--- config.mk ---
export PLATFORM = sky130hd
export DESIGN_NAME = rsu_top
export DESIGN_NICKNAME = d
export VERILOG_FILES = /design/src/rtl/rsu_pkg.sv /design/src/rtl/rsu_sync.sv /design/src/rtl/rsu_pin_filter.sv /design/src/rtl/rsu_bor_gate.sv /design/src/rtl/rsu_regs.sv /design/src/rtl/rsu_top.sv
export SDC_FILE = /design/constraint.sdc
export NUM_CORES = 1
export LEC_CHECK = 0
export BUFFER_PORTS_ARGS = -buffer_cell sky130_fd_sc_hd__clkbuf_2
export CORE_MARGIN = 2
export CORE_UTILIZATION = 50
export DETAILED_ROUTE_END_ITERATION = 8
export GPL_ROUTABILITY_DRIVEN = 0
export PLACE_DENSITY = 0.86
export SETUP_SLACK_MARGIN = 0.3
export SLEW_MARGIN = 20
export SYNTH_ARGS = -nofsm -noshare
export SYNTH_HDL_FRONTEND = slang
export SYNTH_SLANG_ARGS = --single-unit
--- constraint.sdc ---
create_clock -name clk -period 2.2 [get_ports clk]
set_input_delay 0 -clock clk [delete_from_list [all_inputs] [get_ports clk]]
set_output_delay 0 -clock clk [all_outputs]
set_load 0.005 [all_outputs]
--- src/rtl/rsu_pkg.sv ---
package rsu_pkg;
  localparam int REG_W        = 8;
  localparam int SWEN_BIT     = 7;
  localparam int RDY_BIT      = 0;
  localparam int NUM_CAUSE    = 4;
  localparam logic ADDR_BORCTL = 1'b0;
  localparam logic ADDR_CAUSE  = 1'b1;

  typedef enum logic [1:0] {
    BORM_OFF = 2'b00,
    BORM_SW  = 2'b01,
    BORM_ON  = 2'b10,
    BORM_ON2 = 2'b11
  } bor_mode_e;

  typedef struct packed {
    logic pin;
    logic bor;
    logic win;
    logic wdt;
  } cause_t;
endpackage

--- src/rtl/rsu_sync.sv ---
module rsu_sync #(
  parameter int               WIDTH   = 1,
  parameter int               STAGES  = 2,
  parameter logic [WIDTH-1:0] RST_VAL = '0
) (
  input  logic             clk,
  input  logic             rst_n,
  input  logic [WIDTH-1:0] d,
  output logic [WIDTH-1:0] q
);
  logic [WIDTH-1:0] stage_q [STAGES];

  for (genvar s = 0; s < STAGES; s++) begin : g_stage
    logic [WIDTH-1:0] stage_d;
    if (s == 0) begin : g_first
      assign stage_d = d;
    end else begin : g_next
      assign stage_d = stage_q[s-1];
    end
    always_ff @(posedge clk or negedge rst_n) begin
      if (!rst_n) stage_q[s] <= RST_VAL;
      else        stage_q[s] <= stage_d;
    end
  end

  assign q = stage_q[STAGES-1];
endmodule

--- src/rtl/rsu_pin_filter.sv ---
module rsu_pin_filter #(
  parameter int RUN_LEN = 4
) (
  input  logic clk,
  input  logic rst_n,
  input  logic en,
  input  logic pin_sync,
  output logic hold_rst
);
  localparam int CNT_W = (RUN_LEN > 1) ? $clog2(RUN_LEN) : 1;
  localparam logic [CNT_W-1:0] RUN_LAST = CNT_W'(RUN_LEN - 1);

  logic             sample;
  logic             state_q, state_d;
  logic [CNT_W-1:0] run_q, run_d;

  assign sample = en & ~pin_sync;

  always_comb begin
    state_d = state_q;
    run_d   = run_q;
    if (sample == state_q) begin
      run_d = '0;
    end else if (run_q == RUN_LAST) begin
      state_d = sample;
      run_d   = '0;
    end else begin
      run_d = run_q + 1'b1;
    end
  end

  always_ff @(posedge clk or negedge rst_n) begin
    if (!rst_n) begin
      state_q <= 1'b0;
      run_q   <= '0;
    end else begin
      state_q <= state_d;
      run_q   <= run_d;
    end
  end

  assign hold_rst = state_q;

  // the filtered state only flips after a full run of differing samples
  p_run_before_flip_r3: assert property (@(posedge clk) disable iff (!rst_n)
    $rose(state_q) |-> ($past(run_q) == RUN_LAST) && $past(sample));

  // a disabled pin can never start a reset
  p_pin_disabled_r2: assert property (@(posedge clk) disable iff (!rst_n)
    (!en && !state_q) |=> !state_q);
endmodule

--- src/rtl/rsu_bor_gate.sv ---
module rsu_bor_gate #(
  parameter int SETTLE = 16
) (
  input  logic       clk,
  input  logic       rst_n,
  input  logic [1:0] mode,
  input  logic       sw_en,
  input  logic       trip_sync,
  output logic       ready,
  output logic       bor_rst
);
  import rsu_pkg::*;

  localparam int CNT_W = (SETTLE > 1) ? $clog2(SETTLE) : 1;
  localparam logic [CNT_W-1:0] CNT_LAST = CNT_W'(SETTLE - 1);

  logic             eff;
  logic             rdy_q, rdy_d;
  logic [CNT_W-1:0] cnt_q, cnt_d;

  always_comb begin
    case (bor_mode_e'(mode))
      BORM_OFF: eff = 1'b0;
      BORM_SW:  eff = sw_en;
      default:  eff = 1'b1;
    endcase
  end

  always_comb begin
    cnt_d = cnt_q;
    rdy_d = rdy_q;
    if (!eff) begin
      cnt_d = '0;
      rdy_d = 1'b0;
    end else if (!rdy_q) begin
      if (cnt_q == CNT_LAST) rdy_d = 1'b1;
      else                   cnt_d = cnt_q + 1'b1;
    end
  end

  always_ff @(posedge clk or negedge rst_n) begin
    if (!rst_n) begin
      cnt_q <= '0;
      rdy_q <= 1'b0;
    end else begin
      cnt_q <= cnt_d;
      rdy_q <= rdy_d;
    end
  end

  assign ready   = rdy_q & eff;
  assign bor_rst = ready & trip_sync;

  // ready only rises once the enable was already present the cycle before
  p_rdy_after_enable_r6: assert property (@(posedge clk) disable iff (!rst_n)
    $rose(ready) |-> $past(eff));

  // the settling counter must have run to its end before ready is set
  p_settle_done_r6: assert property (@(posedge clk) disable iff (!rst_n)
    $rose(rdy_q) |-> ($past(cnt_q) == CNT_LAST));
endmodule

--- src/rtl/rsu_regs.sv ---
module rsu_regs (
  input  logic                      clk,
  input  logic                      rst_n,
  input  logic                      wr,
  input  logic                      addr,
  input  logic [rsu_pkg::REG_W-1:0] wdata,
  input  logic                      ready,
  input  logic                      ev_wdt,
  input  logic                      ev_win,
  input  logic                      ev_bor,
  input  logic                      ev_pin,
  output logic                      sw_en,
  output logic [rsu_pkg::REG_W-1:0] rdata
);
  import rsu_pkg::*;

  logic   sw_en_q, sw_en_d;
  cause_t cause_q, cause_d;
  cause_t set_mask, clr_mask;
  logic   wr_ctl, wr_cause;
  logic   unused_wbits;

  assign wr_ctl       = wr && (addr == ADDR_BORCTL);
  assign wr_cause     = wr && (addr == ADDR_CAUSE);
  assign unused_wbits = ^wdata[SWEN_BIT-1:NUM_CAUSE];

  always_comb begin
    set_mask = '{pin: ev_pin, bor: ev_bor, win: ev_win, wdt: ev_wdt};
    clr_mask = wr_cause ? cause_t'(~wdata[NUM_CAUSE-1:0]) : cause_t'('0);
    cause_d  = (cause_q & ~clr_mask) | set_mask;
  end

  always_comb begin
    sw_en_d = sw_en_q;
    if (ev_bor)      sw_en_d = 1'b1;
    else if (wr_ctl) sw_en_d = wdata[SWEN_BIT];
  end

  always_ff @(posedge clk or negedge rst_n) begin
    if (!rst_n) begin
      sw_en_q <= 1'b1;
      cause_q <= '0;
    end else begin
      sw_en_q <= sw_en_d;
      cause_q <= cause_d;
    end
  end

  always_comb begin
    rdata = '0;
    if (addr == ADDR_BORCTL) begin
      rdata[SWEN_BIT] = sw_en_q;
      rdata[RDY_BIT]  = ready;
    end else begin
      rdata[NUM_CAUSE-1:0] = cause_q;
    end
  end

  assign sw_en = sw_en_q;

  // a brown-out reset returns the software enable to 1
  p_swen_restore_r7: assert property (@(posedge clk) disable iff (!rst_n)
    ev_bor |=> sw_en_q);

  // a set flag survives any cycle without a cause-register write
  p_flag_hold_r9: assert property (@(posedge clk) disable iff (!rst_n)
    (cause_q != '0 && !wr_cause) |=> ((cause_q & $past(cause_q)) == $past(cause_q)));

  // a watchdog timeout event is recorded on the next edge
  p_wdt_flag_r8: assert property (@(posedge clk) disable iff (!rst_n)
    ev_wdt |=> cause_q.wdt);
endmodule

--- src/rtl/rsu_top.sv ---
module rsu_top #(
  parameter int PIN_RUN     = 4,
  parameter int BOR_SETTLE  = 16,
  parameter int WDT_HOLD    = 8,
  parameter int SYNC_STAGES = 2
) (
  input  logic       clk,
  input  logic       por_n,
  input  logic       cfg_pin_en,
  input  logic       cfg_lvp,
  input  logic [1:0] cfg_bor_mode,
  input  logic       rst_pin_n,
  input  logic       bor_trip,
  input  logic       wdt_timeout,
  input  logic       wdt_window,
  input  logic       reg_wr,
  input  logic       reg_addr,
  input  logic [7:0] reg_wdata,
  output logic [7:0] reg_rdata,
  output logic       dev_rst
);
  localparam int HOLD_W = $clog2(WDT_HOLD + 1);

  logic              rst_n_int;
  logic              pin_sync, trip_sync;
  logic              pin_en, pin_hold;
  logic              sw_en, bor_ready, bor_rst;
  logic              wdt_ev;
  logic [HOLD_W-1:0] hold_q, hold_d;
  logic              wdt_rst;

  rsu_sync #(.WIDTH(1), .STAGES(SYNC_STAGES), .RST_VAL(1'b0)) u_rst_sync (
    .clk(clk), .rst_n(por_n), .d(1'b1), .q(rst_n_int));

  rsu_sync #(.WIDTH(1), .STAGES(SYNC_STAGES), .RST_VAL(1'b1)) u_pin_sync (
    .clk(clk), .rst_n(rst_n_int), .d(rst_pin_n), .q(pin_sync));

  rsu_sync #(.WIDTH(1), .STAGES(SYNC_STAGES), .RST_VAL(1'b0)) u_trip_sync (
    .clk(clk), .rst_n(rst_n_int), .d(bor_trip), .q(trip_sync));

  assign pin_en = cfg_pin_en | cfg_lvp;

  rsu_pin_filter #(.RUN_LEN(PIN_RUN)) u_pin_filter (
    .clk(clk), .rst_n(rst_n_int), .en(pin_en), .pin_sync(pin_sync),
    .hold_rst(pin_hold));

  rsu_bor_gate #(.SETTLE(BOR_SETTLE)) u_bor_gate (
    .clk(clk), .rst_n(rst_n_int), .mode(cfg_bor_mode), .sw_en(sw_en),
    .trip_sync(trip_sync), .ready(bor_ready), .bor_rst(bor_rst));

  rsu_regs u_regs (
    .clk(clk), .rst_n(rst_n_int), .wr(reg_wr), .addr(reg_addr),
    .wdata(reg_wdata), .ready(bor_ready), .ev_wdt(wdt_timeout),
    .ev_win(wdt_window), .ev_bor(bor_rst), .ev_pin(pin_hold),
    .sw_en(sw_en), .rdata(reg_rdata));

  assign wdt_ev = wdt_timeout | wdt_window;

  always_comb begin
    hold_d = hold_q;
    if (wdt_ev)              hold_d = HOLD_W'(WDT_HOLD);
    else if (hold_q != '0)   hold_d = hold_q - 1'b1;
  end

  always_ff @(posedge clk or negedge rst_n_int) begin
    if (!rst_n_int) hold_q <= '0;
    else            hold_q <= hold_d;
  end

  assign wdt_rst = (hold_q != '0);
  assign dev_rst = ~rst_n_int | pin_hold | bor_rst | wdt_rst;

  // any watchdog event puts the device into reset on the next edge
  p_wdt_hold_r8: assert property (@(posedge clk) disable iff (!rst_n_int)
    wdt_ev |=> dev_rst);
endmodule

======== Word-level counts from Yosys, hierarchy flattened ========
Index checks and enable logic that the tools add are counted.
cells by class
  add/sub/neg operators ................... 3
  magnitude comparators ................... 0
  eq/ne operators ......................... 6
  div/mod/pow operators ................... 0
  shift operators ......................... 0
  mux-type cells .......................... 17
  reduce and logical (&&, ||, !) cells .... 8
  $mul .................................... 0
  bitwise operators ....................... 16
operator list
  operator                                                                number
  4-bit 2-to-1 mux                                                        6
  4-bit inverter                                                          2
  1-bit 2-to-1 mux                                                        7
  1-bit bitwise OR                                                        5
  4-bit by 1-bit adder with 4-bit output (second input constant)          1
  4-bit AND                                                               1
  4-bit equality test (second input constant)                             1
  2-bit 2-to-1 mux                                                        2
  2-bit inequality test (second input constant)                           2
  1-bit inverter                                                          4
  4-bit bitwise OR                                                        1
  2-bit AND reduction                                                     2
  2-bit nonzero test                                                      2
  4-bit nonzero test                                                      1
  4-bit by 1-bit subtractor with 4-bit output (second input constant)     1
  1-bit AND                                                               3
  3-bit 2-to-1 mux                                                        1
  2-bit by 1-bit adder with 2-bit output (second input constant)          1
  2-bit by 1-bit equality test with 1-bit output (second input constant)  1
  2-bit equality test (second input constant)                             1
  1-bit logical AND                                                       2
  2-bit logical NOT                                                       1
  1-bit one-hot mux with 2 select lines                                   1
  1-bit equality test                                                     1
word-level totals
  latch bits .............................. 0
  flip-flop bits (word level) ............. 23
  input bits .............................. 20
  bits in read-only memories .............. 0
  memory bits (writable) .................. 0
  memories kept ........................... 0
  output and inout port bits .............. 9

======== Logic depth before layout (Yosys ltp) ========
  depth after elaboration ................. 6
  depth in mapped cells ................... 5

======== Hierarchy ========
A second synthesis with hierarchy kept.
unflattened totals
  cell total of the unflattened synthesis .. 95
  area total of the unflattened synthesis .. 1,092.3 µm²
by module, submodules not included
  module                      cells each  times used  area each (µm²)
  rsu_regs                    31          1           285.3
  rsu_bor_gate                23          1           259.0
  rsu_top                     26          1           257.7
  rsu_pin_filter              9           1           137.6
  rsu_sync at u_rst_sync ...  2           2           50.0
  rsu_sync at u_pin_sync      2           1           52.6

======== Least setup slack after synthesis ========
No wires, ideal clock.
  path type ............................... register to register
  from .................................... reg hold_q[0]
  to ...................................... reg hold_q[1]
  stages on the path, launching flop included .. 6
  setup time .............................. 0.111 ns
  arrival time ............................ 1.265 ns
  path buffers ............................ 0
  setup slack ............................. 0.823 ns
  path through ............................ dfrtp_1 > inv_1 > ha_1 > nor3b_4 > nor2b_1 > a2111oi_2
on the way
  longest elaborated chain between the ends .. 3
  elaborated cells between the ends (all ways) .. 5
  those cells by class .................... add/sub (1); mux (2); reduce/logical (2)
RTL lines
  what                                         line           text
  start: declaration                           rsu_top.sv:29  logic [HOLD_W-1:0] hold_q, hold_d;
  start signal: assignment                     rsu_top.sv:67  else hold_q <= hold_d;
  4-bit by 1-bit subtractor with 4-bit output  rsu_top.sv:62  else if (hold_q != '0) hold_d = hold_q - 1'b1;
  4-bit 2-to-1 mux                             rsu_top.sv:62
  4-bit 2-to-1 mux                             rsu_top.sv:61  if (wdt_ev) hold_d = HOLD_W'(WDT_HOLD);
Parallel ways exist; a longest one is shown, timed or not. The select of a mux whose other input is x is not followed.
A chain may end at the register's enable or synchronous reset.

======== Worst setup path after layout ========
  from .................................... reg hold_q[0]
  to ...................................... out dev_rst
on the way
  longest elaborated chain between the ends .. 2
RTL lines
  what                line           text
  4-bit nonzero test  rsu_top.sv:70  assign wdt_rst = (hold_q != '0);
  1-bit bitwise OR    rsu_top.sv:71  assign dev_rst = ~rst_n_int | pin_hold | bor_rst | wdt_rst;
  end: declaration    rsu_top.sv:20  output logic dev_rst
Every way passes these cells.

==> metrics.md <==
| Metric | Value |
|---|---|
| R2R Path Start | hold_q[0] |
| Most frequent cell after synthesis | dfrtp_1 |
| Critical path class | flop to output pin |
| Total negative slack | 0 ns |
| Nets | 147 |
| Area growth syn-to-layout | 27.2% |
| CTS Sinks | 23 |
| WL/cell | approximately 13 um |
| Post-Synthesis Cells | between 80 and 90 |
| Ys Warns | 0 |
| Layout Cells excl Fill | 149 |
| Clock Tree Buf Depth | 2 |
| Internal | ~670 uW |
| Register area | 579 um2 |
| Die Height | around 49 um |
| Final Cycle Share | between 70 and 80% |
| Max Fclk | just over 600 MHz |
| Sw Ratio | between 20% and 30% |
| Final hold vios | 0 |
| Clock-pin slew on the worst setup and hold paths | ~0.12 ns |
| Initial antenna violation count | 0 |
| CP Capture Type | output pin |
| Worst EP arrival | between 1.5 and 2 ns |
| Hold/Removal Path Class | primary input to flop |
| Post-synthesis cell type count | 29 |
| WP data required | approximately 2.2 ns |
| H-Tree Depth | 1 |
| Fill cells | roughly 150 |
| Vias/cell | 4.97 |
| Final antenna-violating net count | 0 |
| Setup repair bufs after CTS | 0 |
| Die Area | between 2000 and 2500 um2 |
| Share of layout cells above drive strength 1 | between 20% and 30% |
| Synth Cell Area | ~1000 um2 |
| Ys async rst share | 100% |
| Number of synthesized flops with an enable pin | 0 |
| Max-slew violations | 0 |
| Primary FF master, synth | dfrtp_1 |
| GRT Util Overall | between 15 and 20% |
| Worst-skew pair later-pin latency | 0.30 ns |
| Largest net degree at the start of global routing | 22 |
| Setup crit start kind | flop |
| Drt drc | 0 |
| Rows | 16 |
| Top post-synthesis cells by count | dfrtp_1 (20), inv_1 (5), nand2_1 (5), nor3_1 (5) |
| Total grt overflow | 0 |
| Power, Total | 928 uW |
| DRT Pass-1 Iters | 4 |
| Inserted Diodes | 0 |
| Initial Utilization | a little over half |
| Slew headroom | between 60% and 70% |
| Sequential fraction of the synthesis area | ~58% |
| Inst Count DP | between 100 and 150 |
| VDD IR max | approximately 0.5 mV |
| Clock power share | 20.2% |
| Leak | between 0.5 and 0.6 nW |
| WL final | between 1.5 and 2 mm |
| Min Tclk post-route | between 1.5 and 2 ns |
| Vias in the first global route | 763 |
| Power density cells | around 730 nW/um2 |
| First-pass GRT wire length | ~3.2 mm |
| CTS tree | built |
| Combinational share of power | roughly 23% |
| Final Skew | 0.00128 ns |
| Clock root cell | clkbuf_4 |
| Inserted Clock Buffers | 3 |
| RSZ-0062 raised after global routing | no |
| Boundary pin count | 29 |
| Core Area | between 1500 and 2000 um2 |
| Synthesized area per cell | 11.8 um2 |
| Reg power frac | between 50% and 60% |
| Max Cap Violations | 0 |
| Number of synthesized register bits | 23 |
| Hold Path Origin | cfg_pin_en |
| Leading area contributor after synthesis | dfrtp_1 |
| Status | finished clean |
| CP Max Fanout | 5 |
| Core Util, Final | about two thirds |
| Setup Viol. Count Final | 0 |
| Vias post-DR | around 740 |
| Multi-input gate area | between 300 and 400 um2 |
| Least-Margin Pin Slew | 0.501 ns |
| Port Buffer Count | 22 |
| Die X | 48.8 um |
| Initial DRC Count | 8 |
| Psw | around 260 uW |
| Dpl hpwl | about 1.4 mm |
| Area contributors post-synth | dfrtp_1 (50%), dfstp_2 (7.9%), ha_1 (5.0%) |
| Critical path origin | hold_q[0] |
| Synth top area share | between 40% and 50% |
[placed cells by master (no fill, tap or decap), types with 2 or more instances in the layout]
cell type,synthesis,final
clkbuf_2,0,22
dfrtp_1,20,20
dlygate4sd3_1,0,11
nand2_1,5,5
inv_1,5,5
nor3_1,5,5
o21ai_0,4,4
xnor2_1,4,4
ha_1,4,4
conb_1,2,4
nand2b_1,3,3
and2_1,3,3
nor2_1,3,3
nor2b_1,3,3
mux2i_1,3,3
clkbuf_4,0,3
dfstp_2,3,3
a21oi_1,2,2
[power by group through the flow]
stage	clock (mW)	combinational [mW]	sequential, mW
after floorplan	0	0.138	0.532
after global placement	0	0.181	0.532
final	0.188	0.211	0.529
after global routing	0.209	0.247	0.538
after detailed placement	0	0.199	0.537
after CTS	0.193	0.214	0.528
[cells by family (layout without fill, tap and decap cells)]
| family | count (synthesis) | count (layout) | share of synthesized area, % |
|---|---|---|---|
| compound gates | 12 | 12 | 8.49 |
| xor+xnor | 4 | 4 | 3.50 |
| fa+ha+maj | 4 | 4 | 4.99 |
| buf+inv | 8 | 43 | 4.12 |
| flops | 23 | 23 | 57.8 |
| mux | 3 | 3 | 3.00 |
| other cells | 2 | 4 | 0.749 |
| simple gates | 29 | 29 | 17.4 |
[path summary, 6_finish.rpt]
| path | to | slack (ns) | depth (start not counted) |
|---|---|---|---|
| max reg2reg | hold_q[1] | 0.61 | 5 |
| min | u_pin_filter.hold_rst | 0.02 | 3 |
| max | dev_rst | 0.59 | 5 |
| min reg2reg | u_trip_sync.q | 0.26 | 1 |
| min in group asynchronous | u_trip_sync.q | 0.26 | 1 |
| max in group asynchronous | u_rst_sync.g_stage[1].stage_d | 1.56 | 3 |
[through the flow]
| step | instance area (um2) | hold slack, ns | worst slack (ns) |
|---|---|---|---|
| 2_1_floorplan | 1010 | -0.296 | 0.823 |
| 3_3_place_gp | 1140 | -0.212 | 0.770 |
| 3_5_place_dp | 1140 | -0.210 | 0.630 |
| 4_1_cts | 1270 | 0.0230 | 0.574 |
| 5_1_grt | 1270 | 0.0447 | 0.489 |
| 6_report | 1270 | 0.0236 | 0.590 |
[critical path: stages, from the launching register on]
cell      delay [ns]
dfrtp_1         0.40
inv_1           0.12
ha_1            0.20
nor3b_4         0.32
nand4_1         0.14
clkbuf_2        0.13
[state kept, by name, summed over array words and instances, names as in the netlist]
signal and count:
hold_q 4, u_bor_gate.cnt_q 4, u_bor_gate.rdy_q 1, u_pin_filter.hold_rst 1
u_pin_filter.run_q 2, u_pin_sync.g_stage.stage_d 1, u_pin_sync.q 1, u_regs.cause_q 4
u_regs.sw_en 1, u_rst_sync.g_stage.stage_d 1, u_rst_sync.q 1, u_trip_sync.g_stage.stage_d 1
u_trip_sync.q 1
[layout make-up]
type	count	area share, %
Inverter	5	1.47
Clock buffer	4	2.06
Sequential cell	23	45.4
Timing Repair Buffer	34	17.9
Multi-Input combinational cell	56	30.5
Tap cell	27	2.65
[metal layers]
metal | vias up | part of all wire [%] | GRT usage (%)
li1 | 360 | - | -
met2 | 20 | 52 | 32.4
met5 | - | 0 | 0
met4 | 0 | 2.0 | 9.05
met1 | 357 | 43 | 19.7
met3 | 4 | 2.8 | 1.84
[what timing repair did]
item	4_1_cts	5_1_grt
hold buffers	11	0
endpoints found under the hold margin	13	0
resized for setup	0	0
(Power assumes the default switching activity.)
